### src/rtl/hrx_pkg.sv
package hrx_pkg;

  typedef enum logic [2:0] {
    RK_NONE,
    RK_STOP,
    RK_PORT,
    RK_SOFT,
    RK_HARD
  } rst_kind_e;

  // Priority: hardware, software, individual, stop
  function automatic rst_kind_e decode_rst(input logic hw, input logic sw,
                                           input logic en, input logic stp);
    if (hw)        return RK_HARD;
    else if (sw)   return RK_SOFT;
    else if (!en)  return RK_PORT;
    else if (stp)  return RK_STOP;
    else           return RK_NONE;
  endfunction

endpackage

### src/rtl/hrx_host_lanes.sv
module hrx_host_lanes #(
  parameter int LANE_W = 8,
  parameter int LANES  = 3,
  localparam int WORD_W = LANE_W * LANES
) (
  input  logic              clk,
  input  logic              rst,
  input  logic [LANES-1:0]  wr,
  input  logic [LANE_W-1:0] wdata,
  output logic [WORD_W-1:0] word
);

  for (genvar i = 0; i < LANES; i++) begin : g_lane
    logic [LANE_W-1:0] lane_q;
    always_ff @(posedge clk) begin
      if (rst)        lane_q <= '0;
      else if (wr[i]) lane_q <= wdata;
    end
    assign word[i*LANE_W +: LANE_W] = lane_q;
  end

endmodule

### src/rtl/hrx_flag_ctrl.sv
module hrx_flag_ctrl
  import hrx_pkg::*;
(
  input  logic clk,
  input  logic rst,
  input  logic sw_rst,
  input  logic port_en,
  input  logic stop_rst,
  input  logic arm_wr,
  input  logic proc_rd,
  input  logic ie_wr,
  input  logic ie_wdata,
  output logic load,
  output logic tx_empty,
  output logic rx_full,
  output logic irq_en,
  output logic rx_irq,
  output logic rd_err
);

  rst_kind_e kind;
  logic txe_d, rxf_d, ie_d, err_d;

  always_comb kind = decode_rst(rst, sw_rst, port_en, stop_rst);

  assign load = (kind == RK_NONE) && !tx_empty && !rx_full;

  always_comb begin
    txe_d = tx_empty;
    rxf_d = rx_full;
    ie_d  = irq_en;
    err_d = rd_err;
    case (kind)
      RK_HARD: begin txe_d = 1'b1; rxf_d = 1'b0; ie_d = 1'b0; err_d = 1'b0; end
      RK_SOFT: begin txe_d = 1'b1; rxf_d = 1'b0; ie_d = 1'b0; err_d = 1'b0; end
      RK_PORT: begin txe_d = 1'b1; rxf_d = 1'b0; ie_d = 1'b0; end
      RK_STOP: begin txe_d = 1'b1; rxf_d = 1'b0; end
      default: begin
        if (load) begin
          txe_d = 1'b1;
          rxf_d = 1'b1;
        end
        if (proc_rd) begin
          if (rx_full) rxf_d = 1'b0;
          else         err_d = 1'b1;
        end
        if (arm_wr) txe_d = 1'b0;
        if (ie_wr)  ie_d  = ie_wdata;
      end
    endcase
  end

  always_ff @(posedge clk) begin
    tx_empty <= txe_d;
    rx_full  <= rxf_d;
    irq_en   <= ie_d;
    rd_err   <= err_d;
    rx_irq   <= ie_d & rxf_d;
  end

endmodule

### src/rtl/hrx_rx_reg.sv
module hrx_rx_reg #(
  parameter int WORD_W = 24
) (
  input  logic              clk,
  input  logic              rst,
  input  logic              load,
  input  logic [WORD_W-1:0] din,
  output logic [WORD_W-1:0] dout
);

  always_ff @(posedge clk) begin
    if (rst)       dout <= '0;
    else if (load) dout <= din;
  end

endmodule

### src/rtl/hrx_mailbox.sv
module hrx_mailbox #(
  parameter int LANE_W = 8,
  parameter int LANES  = 3,
  localparam int WORD_W = LANE_W * LANES
) (
  input  logic              clk,
  input  logic              rst,
  input  logic              sw_rst,
  input  logic              port_en,
  input  logic              stop_rst,
  input  logic [LANES-1:0]  host_wr,
  input  logic [LANE_W-1:0] host_wdata,
  input  logic              proc_rd,
  input  logic              ie_wr,
  input  logic              ie_wdata,
  output logic [WORD_W-1:0] rx_data,
  output logic              rx_full,
  output logic              tx_empty,
  output logic              rx_irq,
  output logic              rd_err
);

  logic [WORD_W-1:0] host_word;
  logic              load;
  logic              irq_en;

  hrx_host_lanes #(.LANE_W(LANE_W), .LANES(LANES)) u_lanes (
    .clk   (clk),
    .rst   (rst),
    .wr    (host_wr),
    .wdata (host_wdata),
    .word  (host_word)
  );

  hrx_flag_ctrl u_flags (
    .clk      (clk),
    .rst      (rst),
    .sw_rst   (sw_rst),
    .port_en  (port_en),
    .stop_rst (stop_rst),
    .arm_wr   (host_wr[0]),
    .proc_rd  (proc_rd),
    .ie_wr    (ie_wr),
    .ie_wdata (ie_wdata),
    .load     (load),
    .tx_empty (tx_empty),
    .rx_full  (rx_full),
    .irq_en   (irq_en),
    .rx_irq   (rx_irq),
    .rd_err   (rd_err)
  );

  hrx_rx_reg #(.WORD_W(WORD_W)) u_rx (
    .clk  (clk),
    .rst  (rst),
    .load (load),
    .din  (host_word),
    .dout (rx_data)
  );

endmodule

### config.mk
export PLATFORM = sky130hd
export DESIGN_NAME = hrx_mailbox
export DESIGN_NICKNAME = d
export VERILOG_FILES = /design/src/rtl/hrx_pkg.sv /design/src/rtl/hrx_host_lanes.sv /design/src/rtl/hrx_flag_ctrl.sv /design/src/rtl/hrx_rx_reg.sv /design/src/rtl/hrx_mailbox.sv
export SDC_FILE = /design/constraint.sdc
export NUM_CORES = 1
export LEC_CHECK = 0
export BUFFER_PORTS_ARGS = -buffer_cell sky130_fd_sc_hd__buf_2
export CORE_ASPECT_RATIO = 0.75
export CORE_MARGIN = 5
export CORE_UTILIZATION = 52
export CTS_CLUSTER_DIAMETER = 50
export DETAILED_ROUTE_END_ITERATION = 16
export GPL_TIMING_DRIVEN = 0
export PLACE_DENSITY = 0.78
export SYNTH_ARGS = -nofsm -noshare
export SYNTH_HDL_FRONTEND = slang
export SYNTH_SLANG_ARGS = --single-unit
export TNS_END_PERCENT = 10
### constraint.sdc
create_clock -name clk -period 1.75 [get_ports clk]
set_input_delay 0.0875 -clock clk [delete_from_list [all_inputs] [get_ports clk]]
set_output_delay 0.0875 -clock clk [all_outputs]
set_load 0.1 [all_outputs]
Word-level counts from Yosys, hierarchy flattened
Index checks and enable logic that the tools add are counted.
Widths: inputs -> output; s select.
{"block": "op_classes", "eq_ne": 5, "mux": 15, "bitwise_logic": 2, "n_reduce_logical": 12}
{"cell": "$mux 1", "count": 10}
{"cell": "$mux 3", "count": 3}
{"cell": "$eq 3x2->1 const B", "count": 2}
{"cell": "$pmux 1 s2", "count": 2}
{"cell": "$reduce_bool 2->1", "count": 2}
{"cell": "$reduce_or 2->1", "count": 2}
{"cell": "$reduce_or 4->1", "count": 1}
{"cell": "$eq 3x1->1 const B", "count": 1}
{"cell": "$eq 3x3->1 const B", "count": 1}
{"cell": "$logic_not 3->1", "count": 1}
{"cell": "$reduce_and 3->1", "count": 1}
{"cell": "$reduce_or 3->1", "count": 1}
{"cell": "$logic_and 1x1->1", "count": 2}
{"cell": "$logic_not 1->1", "count": 2}
{"cell": "$ne 2x2->1 const B", "count": 1}
{"cell": "$and 1x1->1", "count": 1}
{"cell": "$not 1->1", "count": 1}
{"block": "totals", "register_bits": 53, "output_inout_bits": 28, "wordCells": 43}

Depth between registers and ports, before layout
{"block": "logic_depth", "ltp_word": 12, "depth_mapped": 5}

Hierarchy
From an unflattened synthesis, not the netlist that was laid out.
{"block": "hier_totals", "cells_unflattened": 174, "hier_area_um2": 1958.1}
{"module": "hrx_rx_reg", "n_inst": 1, "cells_per_inst": 77, "area_per_inst_um2": 869.6, "seq_area_each_um2": 480.5}
{"module": "hrx_host_lanes", "n_inst": 1, "cells_per_inst": 77, "area_per_inst_um2": 859.6, "seq_area_each_um2": 480.5}
{"module": "hrx_flag_ctrl", "n_inst": 1, "cells_per_inst": 20, "area_per_inst_um2": 229.0, "seq_area_each_um2": 110.1}

Worst setup path after synthesis
Ideal clock, no wire load.
{"block": "synth_timing", "kind": "register to register", "startpoint": "register u_flags.rx_full", "endpoint": "register u_flags.rd_err (enable)", "arrival_time_ns": 1.496, "t_required_ns": 1.459, "slack_ns": -0.037, "stages_incl_launch_ff": 5, "period_less_slack_ns": 1.787, "cell_sequence": "dfxtp_1 -> nor3b_2 -> buf_2 -> nand2_1 -> nand2_1"}
{"block": "synth_between", "elab_chain_cells": 2}
{"element": "start, declared", "line": "hrx_flag_ctrl.sv:15", "rtl": "output logic rx_full,"}
{"element": "start signal, assigned", "line": "hrx_flag_ctrl.sv:55", "rtl": "rx_full <= rxf_d;"}
{"element": "$ne 2x2->1 (no source line)"}
{"element": "$reduce_and 3->1 (no source line)"}
{"element": "end signal, assigned", "line": "hrx_flag_ctrl.sv:57", "rtl": "rd_err <= err_d;"}
{"element": "end, declared", "line": "hrx_flag_ctrl.sv:18", "rtl": "output logic rd_err"}
Every way passes these cells.
A chain may end at the register's enable or synchronous reset.

Final worst setup path
Ends and elaborated chain as after synthesis.

==> run summary <==
PwrDens = 1000 nW/µm²
Clk Tree Root Cell = clkbuf_8
Routed wire per std cell = 14.4 µm
Max_slew headroom = 61.4%
#FFs+latches synth = 53
Crit path max-delay cell type = nor3b_2
Pre-antenna DRT Iters = 4
CP Class = register to register
Crit-path max cell delay = 0.51 ns
Clock slew at reported path FFs = 0.10 ns
Kind of cell adding the most delay to the critical path = simple AND/OR/NAND/NOR gates
Post-Syn Area per Cell = 9.54 µm²
Non-Filler Instances = 311
Total Routing Usage GR = 18.5%
Critical-path cell list = nor3b_2 -> buf_2 -> nand2_1 -> nand2_1
CP required = 1.79 ns
Setup Skew = 0.00767 ns
DRC = 0
IO Port Bufs = 42
Fin. Hold Viols = 0
RSZ-0062 raised after global routing = no
CP arrival = 1.64 ns
Mapped cell area = 1980 µm²
Total of warnings raised by yosys = 0
Antenna Nets Post-Route = 0
Routed via count = 1,648
CTS tree = yes
Top sig layer = met4
Share of layout cells above drive strength 1 = 25.1%
LEAKAGE = 1.06 nW
Number of gates resized after cts = 0
H-Tree Depth = 2
Core ar. = 3660 µm²
Fin nets = 277
WL met1 = 2180 µm
Largest net degree at the start of global routing = 17
Synth top area cells = dfxtp_1 (52%), mux2i_1 (13%), nand2_1 (5.5%), nor2_1 (4.9%), o311ai_1 (4.0%)
Die Area = 5160 µm²
Share of flip-flops with an asynchronous set or reset = 0%
VDD IR max = 0.834 mV
Hpwl dp = 3250 µm
Number of synthesized flops with an enable pin = 1
Die Ht = 63.5 µm
CTS Buf Count = 5
Worst Hold Class = primary input to register
1st-iter DRT viols = 156
Most used cell, CP = nand2_1
Starting density of the core = 54.2%
Fmax = 625 MHz
Final antenna diode count = 0
Number of global-route vias before repair = 1,558
Period minus WS final = 1.60 ns
Ports = 47
Setup Buffers After CTS = 0
GRT overflow = 0
Fin Setup TNS = 0 ns
Unique masters post-synth = 23
Final setup viols = 0
Status = completed
Bufs and invs on worst path = 1
Initial antenna violation count = 0
Syn Nets = 227
Global placement routability congestion = 0.739
CTS Buffer Depth = 2
Cell count after placement = 302
Placement Rows = 19
Post-synthesis sequential area ratio = 54.0%
Routed WL = 4490 µm
Die width = 81.3 µm
Yosys top cell by area = dfxtp_1
Met2 WL = 1980 µm
Hold Buf Count CTS = 1
Max-Cap Viols = 0
Routed wl met3 = 275 µm
Critical path fanouts, max = 10
Top_reg_cell synth = dfxtp_1
CP Launch Type = register
Slew Viols, Final = 0
Clock latency on the worst-skew pair = 0.31 ns
# clock sinks = 53
Crit. End Element = register
Synth Instances = 208
First-pass GRT wire length = 7400 µm
Final Cycle Share = 91.4%
Synth top area share = 52.5%
Vias per cell = 5.30
Worst slew pin tran = 0.577 ns
Area delta synth->final = 21.2%
metal layers:
| metal | track usage (%) | vias up |
|---|---|---|
| met2 | 26.7 | 47 |
| met4 | 6.33 | 0 |
| met1 | 26.3 | 773 |
| li1 | - | 822 |
| met5 | 0 | - |
| met3 | 4.84 | 6 |
cell usage after synthesis, types with 2 or more instances:
| cell | instances |
|---|---|
| clkbuf_1 | 5 |
| buf_2 | 9 |
| nor2_1 | 26 |
| nand3_1 | 14 |
| o21ai_1 | 10 |
| nand2_1 | 29 |
| dfxtp_1 | 52 |
| nor2b_1 | 2 |
| o311ai_1 | 9 |
| o21ai_0 | 15 |
| mux2i_1 | 25 |
through the flow:
stage | hold slack (ns) | setup slack [ns] | utilization (%) | power [W] | instance area [µm²]
floorplan | 0.207 | 0.0296 | - | 0.00141 | 1990
global placement | 0.324 | 0.213 | 61.8 | 0.00146 | 2260
detailed placement | 0.323 | 0.174 | 61.8 | 0.00147 | 2260
CTS | 0.0399 | 0.169 | 65.7 | 0.00242 | 2400
global route | 0.0533 | 0.0539 | 65.7 | 0.00250 | 2400
finish | 0.0446 | 0.150 | 65.7 | 0.00241 | 2400
path summary, 6_finish.rpt:
check	startpoint	to	slack [ns]	cells after the start
worst min register to register	u_lanes.g_lane[0].lane_q[7]	u_rx.dout[7]	0.46	2
worst max-delay path	u_flags.rx_full	u_flags.rd_err	0.15	4
worst min-delay path	port_en	u_flags.irq_en	0.04	3
worst max register to register	u_flags.rx_full	u_flags.rd_err	0.15	4
sequential cells by signal, summed over array words and instances, names as in the netlist:
name                   flops
u_flags.rd_err             1
u_flags.rx_full            1
u_rx.dout                 24
u_lanes.g_lane.lane_q     24
u_flags.irq_en             1
u_flags.tx_empty           1
u_flags.rx_irq             1
cell usage in the layout, fill, tap and decap left out, drive strengths merged:
cell type	synthesis	routed
or3b	1	1
dlygate4sd3	0	1
nor3b	1	1
inv	1	1
nor3	1	1
buf	11	53
nor4b	1	1
o311ai	10	10
nor2	26	26
bufinv	0	2
clkbuf	5	10
a211oi	1	1
dfxtp	52	52
edfxtp	1	1
nor2b	2	2
nand3	14	14
clkinv	0	1
nand3b	1	1
o21ai	25	25
mux2i	25	25
and2	1	1
nand2	29	29
area by class of cell:
cell class / count / area [µm²]
fillers: 320 / 1260
flip-flops and latches: 53 / 1070
multi-input cells: 138 / 827
repair buffers: 43 / 220
plain buffers: 16 / 82.6
clock buffers: 5 / 68.8
clock inverters: 3 / 65.1
well taps: 52 / 65.1
inverters: 1 / 3.75
worst register-to-register path: stages, from the launching register on:
cell     delay, ns
dfxtp_2       0.35
nor3b_2       0.51
buf_2         0.34
nand2_1       0.07
nand2_1       0.07
logic make-up after synthesis:
logic type	after synthesis	synth area share (%)
DFF	53	54.0
AOI/OAI and AO/OA	36	11.5
muxes	25	12.6
buffers and inverters	17	4.35
and+or+nand+nor	77	17.6
where the power goes:
| part | leakage (nW) | switching (W) | internal [W] |
|---|---|---|---|
| combinational | 0.553 | 0.000116 | 0.0000645 |
| clock | 0.0681 | 0.000400 | 0.000568 |
| sequential | 0.435 | 0.0000178 | 0.00124 |
Power figures use the tool's default switching activity.
